File: src/rtl/mwin_pkg.sv
// Package: shared widths, register slot numbers and the window config type.
// Assumes 4 KB pages and a 24-bit page-plus-offset host space below the high byte.
package mwin_pkg;
    localparam int PAGE_W     = 12;               // host page bits 23:12
    localparam int OFF_W      = 14;               // card page / offset width
    localparam int BYTE_W     = 12;               // byte-in-page bits
    localparam int HI_W       = 8;                // host address bits 31:24
    localparam int CARD_AW    = OFF_W + BYTE_W;   // card byte address width
    localparam int SLOT_N     = 7;                // bytes used per window
    localparam int WIN_STRIDE = 8;                // address stride per window

    localparam int SL_START_LO = 0;
    localparam int SL_START_HI = 1;
    localparam int SL_STOP_LO  = 2;
    localparam int SL_STOP_HI  = 3;
    localparam int SL_OFF_LO   = 4;
    localparam int SL_OFF_HI   = 5;
    localparam int SL_HIGH     = 6;

    typedef struct packed {
        logic [PAGE_W-1:0] start;
        logic [PAGE_W-1:0] stop;
        logic [OFF_W-1:0]  offs;
        logic [HI_W-1:0]   hi;
        logic              bus16;
        logic              zws;
        logic [1:0]        ws;
        logic              attr;
        logic              wp;
    } win_cfg_t;
endpackage

File: src/rtl/mwin_regfile.sv
// Module: byte-addressed window register bank plus the shared enable register.
// Assumes NUM_WIN <= 8 and REG_AW wide enough for (NUM_WIN+1)*WIN_STRIDE bytes.
module mwin_regfile
    import mwin_pkg::*;
#(
    parameter int NUM_WIN = 5,
    parameter int REG_AW  = 6,
    parameter bit HIGH_EN = 1'b1
) (
    input  logic                     clk,
    input  logic                     rst_n,
    input  logic                     we,
    input  logic [REG_AW-1:0]        addr,
    input  logic [7:0]               wdata,
    output logic [7:0]               rdata,
    output logic [NUM_WIN-1:0]       en_vec,
    output win_cfg_t [NUM_WIN-1:0]   cfg
);
    logic [7:0]         bank_q [NUM_WIN][SLOT_N];
    logic [NUM_WIN-1:0] en_q;

    // Store writes to the enable register and to window bytes.
    always_ff @(posedge clk) begin
        if (!rst_n) begin
            en_q <= '0;
            for (int w = 0; w < NUM_WIN; w++)
                for (int s = 0; s < SLOT_N; s++)
                    bank_q[w][s] <= '0;
        end else if (we) begin
            if (addr == '0)
                en_q <= wdata[NUM_WIN-1:0];
            for (int w = 0; w < NUM_WIN; w++)
                for (int s = 0; s < SLOT_N; s++)
                    if (addr == REG_AW'((w + 1) * WIN_STRIDE + s) &&
                        (s != SL_HIGH || HIGH_EN))
                        bank_q[w][s] <= wdata;
        end
    end

    // Read back the byte at addr; unmapped addresses read zero.
    always_comb begin
        rdata = '0;
        if (addr == '0)
            rdata = 8'(en_q);
        for (int w = 0; w < NUM_WIN; w++)
            for (int s = 0; s < SLOT_N; s++)
                if (addr == REG_AW'((w + 1) * WIN_STRIDE + s))
                    rdata = bank_q[w][s];
    end

    assign en_vec = en_q;

    // Unpack each window's bytes into fields.
    for (genvar w = 0; w < NUM_WIN; w++) begin : g_unpack
        assign cfg[w].start = {bank_q[w][SL_START_HI][3:0], bank_q[w][SL_START_LO]};
        assign cfg[w].stop  = {bank_q[w][SL_STOP_HI][3:0],  bank_q[w][SL_STOP_LO]};
        assign cfg[w].offs  = {bank_q[w][SL_OFF_HI][5:0],   bank_q[w][SL_OFF_LO]};
        assign cfg[w].hi    = HIGH_EN ? bank_q[w][SL_HIGH] : '0;
        assign cfg[w].bus16 = bank_q[w][SL_START_HI][7];
        assign cfg[w].zws   = bank_q[w][SL_START_HI][6];
        assign cfg[w].ws    = bank_q[w][SL_STOP_HI][7:6];
        assign cfg[w].attr  = bank_q[w][SL_OFF_HI][6];
        assign cfg[w].wp    = bank_q[w][SL_OFF_HI][7];
    end
endmodule

File: src/rtl/mwin_match.sv
// Module: range and high-byte compare for one window, plus its card page sum.
// Assumes the offset is a page count taken modulo 2^OFF_W.
module mwin_match
    import mwin_pkg::*;
(
    input  win_cfg_t           cfg,
    input  logic               en,
    input  logic               valid,
    input  logic [PAGE_W-1:0]  host_page,
    input  logic [HI_W-1:0]    host_hi,
    output logic               hit,
    output logic [OFF_W-1:0]   card_page
);
    // Inclusive page compare gated by enable and high byte.
    assign hit = valid && en && (host_page >= cfg.start) &&
                 (host_page <= cfg.stop) && (host_hi == cfg.hi);

    // Modular page translation.
    assign card_page = OFF_W'(host_page) + cfg.offs;
endmodule

File: src/rtl/mwin_prio.sv
// Module: fixed priority pick, lowest-numbered request wins.
// Assumes N >= 2.
module mwin_prio #(
    parameter int N     = 5,
    parameter int IDX_W = $clog2(N)
) (
    input  logic [N-1:0]     req,
    output logic [N-1:0]     gnt,
    output logic [IDX_W-1:0] idx
);
    // Isolate the lowest set request bit.
    assign gnt = req & (~req + N'(1));

    // Encode the granted position; scan downward so the lowest remains.
    always_comb begin
        idx = '0;
        for (int i = N - 1; i >= 0; i--)
            if (req[i]) idx = IDX_W'(i);
    end
endmodule

File: src/rtl/mwin_translator.sv
// Module: top of the card memory window translator.
// Programs windows through a byte port and decodes host accesses combinationally.
// Assumes host inputs are steady around each clock edge.
module mwin_translator
    import mwin_pkg::*;
#(
    parameter int NUM_WIN = 5,
    parameter int REG_AW  = 6,
    parameter bit HIGH_EN = 1'b1,
    localparam int IDX_W  = $clog2(NUM_WIN)
) (
    input  logic               clk,
    input  logic               rst_n,
    input  logic               reg_we,
    input  logic [REG_AW-1:0]  reg_addr,
    input  logic [7:0]         reg_wdata,
    output logic [7:0]         reg_rdata,
    input  logic               host_valid,
    input  logic               host_write,
    input  logic [31:0]        host_addr,
    output logic               win_hit,
    output logic [IDX_W-1:0]   win_idx,
    output logic [CARD_AW-1:0] card_addr,
    output logic               card_bus16,
    output logic               card_zws,
    output logic [1:0]         card_ws,
    output logic               card_attr,
    output logic               card_wp,
    output logic               card_req,
    output logic               prot_err
);
    win_cfg_t [NUM_WIN-1:0] cfg;
    logic [NUM_WIN-1:0]     en_vec;
    logic [NUM_WIN-1:0]     hit_vec;
    logic [NUM_WIN-1:0]     gnt;
    logic [OFF_W-1:0]       cpage [NUM_WIN];
    win_cfg_t               sel_cfg;
    logic [OFF_W-1:0]       sel_page;

    mwin_regfile #(.NUM_WIN(NUM_WIN), .REG_AW(REG_AW), .HIGH_EN(HIGH_EN)) regs_i (
        .clk(clk), .rst_n(rst_n), .we(reg_we), .addr(reg_addr),
        .wdata(reg_wdata), .rdata(reg_rdata), .en_vec(en_vec), .cfg(cfg)
    );

    for (genvar w = 0; w < NUM_WIN; w++) begin : g_win
        mwin_match match_i (
            .cfg(cfg[w]), .en(en_vec[w]), .valid(host_valid),
            .host_page(host_addr[23:12]), .host_hi(host_addr[31:24]),
            .hit(hit_vec[w]), .card_page(cpage[w])
        );
    end

    mwin_prio #(.N(NUM_WIN), .IDX_W(IDX_W)) prio_i (
        .req(hit_vec), .gnt(gnt), .idx(win_idx)
    );

    // Steer the winning window's settings; zero when nothing hits.
    always_comb begin
        sel_cfg  = '0;
        sel_page = '0;
        for (int w = 0; w < NUM_WIN; w++)
            if (gnt[w]) begin
                sel_cfg  = cfg[w];
                sel_page = cpage[w];
            end
    end

    assign win_hit    = |hit_vec;
    assign card_addr  = win_hit ? {sel_page, host_addr[BYTE_W-1:0]} : '0;
    assign card_bus16 = sel_cfg.bus16;
    assign card_zws   = sel_cfg.zws;
    assign card_ws    = sel_cfg.ws;
    assign card_attr  = sel_cfg.attr;
    assign card_wp    = sel_cfg.wp;
    assign card_req   = win_hit && !(host_write && sel_cfg.wp);
    assign prot_err   = win_hit && host_write && sel_cfg.wp;
endmodule

File: config.mk
export PLATFORM = sky130hd
export DESIGN_NAME = mwin_translator
export DESIGN_NICKNAME = d
export VERILOG_FILES = /design/src/rtl/mwin_pkg.sv /design/src/rtl/mwin_regfile.sv /design/src/rtl/mwin_match.sv /design/src/rtl/mwin_prio.sv /design/src/rtl/mwin_translator.sv
export SDC_FILE = /design/constraint.sdc
export NUM_CORES = 1
export LEC_CHECK = 0
export BUFFER_PORTS_ARGS = -buffer_cell sky130_fd_sc_hd__buf_2
export CAP_MARGIN = 20
export CORE_MARGIN = 2
export CORE_UTILIZATION = 63
export CTS_CLUSTER_DIAMETER = 200
export DETAILED_ROUTE_END_ITERATION = 10
export HOLD_SLACK_MARGIN = 0.08
export PLACE_DENSITY_LB_ADDON = 0.15
export SETUP_SLACK_MARGIN = 0.05
export SLEW_MARGIN = 30
export SYNTH_ARGS = -nofsm -noshare
export SYNTH_HDL_FRONTEND = slang
export SYNTH_SLANG_ARGS = --single-unit
export TNS_END_PERCENT = 1
File: constraint.sdc
create_clock -name clk -period 5.8 [get_ports clk]
set_input_delay 0.58 -clock clk [delete_from_list [all_inputs] [get_ports clk]]
set_output_delay 0.58 -clock clk [all_outputs]
set_load 0.02 [all_outputs]
==> metrics <==
run status=complete, no violations; 1st-iter DRT viols=3203; crit start category=primary input; # Post-CTS Setup Buffers=0; CP delay by family, top=compound AO/OA/AOI/OAI gates; Int Pwr=4020 µW; Max VDD drop=0.251 mV; Root Driver=clkbuf_16; FF-to-FF setup slack=4.88 ns; CP Data Arrival Time=4.66 ns; Avg Cell Area, Syn=9.67 µm²; CP max stage cell=a311oi_2; reported net switching power=1680 µW; Routed Antenna Nets=0; maxcap violations=0; Comb pwr share=17.9%; IO Count=97; worst-path cell chain=buf_2 -> inv_1 -> ha_1 -> nand4_1 -> or4_1 -> o21ai_1 -> a31oi_1 -> a311oi_2 -> nor2_1 -> and3_1 -> a2111o_1 -> a21oi_1 -> buf_2; hpwl dp=57400 µm; number of global-route vias before repair=17.7k; ranking of synthesized cells by area=edfxtp_1 (41%), ha_1 (11%), and2_1 (5.5%); router iterations before antenna repair=7; fin crit period=5.24 ns; Setup crit end kind=output pin; die height=185 µm; worst path bufs/invs=3; Critical Path Most Common Cell=buf_2; Crit Path Max Fanout=16; die area=34100 µm²; Remaining DRCs=0; clock buffer count from CTS=34; Die Width=185 µm; fraction of layout cells with a size suffix above 1=10.1%; final worst hold slack=0.540 ns; Area growth syn-to-layout=10.1%; Sw Share=29.5%; Worst Path Required=5.22 ns; WL final=80300 µm; DR vias/cell=7.16; post-synthesis sequential area ratio=41.3%; ys async rst share=0%; skew final=0 ns; CTS resizes=0; Final Hold Vio Count=0; Slew @ Worst Pin=1.17 ns; TritonCTS Sinks=285; RD Place Congestion=1.09; count of hold-fix buffers inserted at cts=0; diode count=0; fmax=191 MHz; yosys warns=0; ys flop type=edfxtp_1; Static Leak=0.00940 µW; initial antenna violation count=0; CTS H-tree lvls=2; Yosys top cell by area=edfxtp_1; first-pass GRT wire length=115000 µm; count of final setup violators=0; Critical Path Max Stage Delay=0.68 ns; IO Port Bufs=96; Post-synth EDFFs=280; critical path type=in -> out; Final Worst Setup Slack=0.557 ns; Max clock buf depth=3; Synth top area share=40.9%; Clk Latency, worst-skew pair=0.54 ns; post-synthesis register bit count=285; Setup WS pre-CTS=0.673 ns; Power Density=252 nW/µm²; post-route setup TNS=0 ns; via count=19.0k; gr usage total=47.0%; max-slew violation count=0; Starting Density=63.6%; Rows=66; slew margin rel.=22.1%; WL/cell=30.3 µm; Clock power frac=38.6%; clock tree from TritonCTS=done; Distinct cells, synth=82; sequential power share=43.5%; share of the cycle needed by the critical path after routing=90.4%; Total Nets Final=2421; clock-pin slew on the worst setup and hold paths=0.06 ns; largest net degree at the start of global routing=75; HP Class=in -> reg; Post-Syn Instances=2128; Core ar.=32400 µm²; unrepaired setup endpoints after global routing=false; grt ovf=0; synthesized cell area=20600 µm²; post-synth net total=2364
## area by class of cell
| class | count | area, µm² |
|---|---|---|
| multi-input cells | 1595 | 11200 |
| fillers | 2458 | 9710 |
| flip-flops and latches | 285 | 8510 |
| clock buffers | 41 | 877 |
| repair buffers | 143 | 841 |
| well taps | 442 | 553 |
| inverters | 126 | 473 |
| clock inverters | 19 | 243 |
## flip-flops by register name, indices dropped and copies added (netlist names)
register / flops
regs_i.bank_q: 280
regs_i.en_vec: 5
## synthesized netlist by cell type (31+ instances only)
master    count
nand3_1      31
nor3_1       32
xnor2_1      60
nand2_1     135
a21oi_1     106
clkbuf_1    100
inv_1       123
edfxtp_1    280
o22ai_1      34
and2_1      180
nor2_1      123
o21ai_0     138
and3_1      125
ha_1        180
## final timing paths
path	endpoint	depth (start not counted)	startpoint
worst max-delay path	card_req	13	host_addr[12]
worst min-delay path	regs_i.en_vec[2]$_SDFFE_PN0P_	3	reg_we
worst max register to register	regs_i.en_vec[3]$_SDFFE_PN0P_	2	regs_i.en_vec[3]$_SDFFE_PN0P_
worst min register to register	regs_i.en_vec[0]$_SDFFE_PN0P_	2	regs_i.en_vec[0]$_SDFFE_PN0P_
## per-layer routing
metal | share of wire [%] | track usage (%) | wire [µm]
met1 | 35 | 60.7 | 28300
met2 | 40 | 67.2 | 32400
met5 | 0 | 0.889 | 0
met4 | 8.1 | 28.9 | 6520
met3 | 16 | 16.9 | 13000
## cells by family (layout without fill, tap and decap cells)
group / count (synthesis) / in the layout / share of synthesized area (%)
mux: 31 / 31 / 1.88
simple gates: 737 / 737 / 19.2
fa+ha+maj: 185 / 185 / 11.4
buf+inv: 248 / 329 / 4.66
xor+xnor: 89 / 89 / 3.79
flops: 285 / 285 / 41.3
compound gates: 553 / 553 / 17.7
## placed cells by master (no fill, tap or decap), drive strengths merged, types with 6 or more instances in the layout
master   count
nand4       24
xor2        29
a21oi      106
nor2b       30
nand2b      17
ha         180
a221o       12
o41ai        6
edfxtp     280
nor2       124
o311ai       7
and3       125
mux4         6
a21boi       8
o21ai      148
clkinv      13
nand2      135
and2       180
inv        126
o221ai      13
clkbuf      41
a221oi      15
mux2i       23
nand3       31
buf        143
a2111oi      8
a22oi       21
xnor2       60
a21o        23
nor4         6
nor3        32
o22ai       34
or2          6
a211oi      29
o2111ai     12
o21a        14
a31oi       29
o211ai      19
## worst min-delay path, stage by stage
cell and delay [ns]:
buf_2 0.24, nand3_1 0.14, a21boi_0 0.07
## power by group through the flow
stage                     Combinational, µW  Sequential [µW]  Clock, µW
after floorplan                         615             2450          0
after global placement                  940             2510          0
after detailed placement                964             2510          0
after CTS                               971             2470       2180
after global routing                   1070             2480       2250
final                                  1020             2480       2200
## through the flow
stage / util (%) / cells / total power, µW / cell area [µm²]
2_1_floorplan: - / 2128 / 3070 / 20600
3_3_place_gp: 66.5 / 2591 / 3450 / 21500
3_5_place_dp: 66.5 / 2591 / 3480 / 21500
4_1_cts: 70.0 / 2651 / 5620 / 22600
5_1_grt: 70.0 / 2651 / 5810 / 22700
6_report: 70.0 / 2651 / 5700 / 22700
Power figures use the tool's default switching activity.
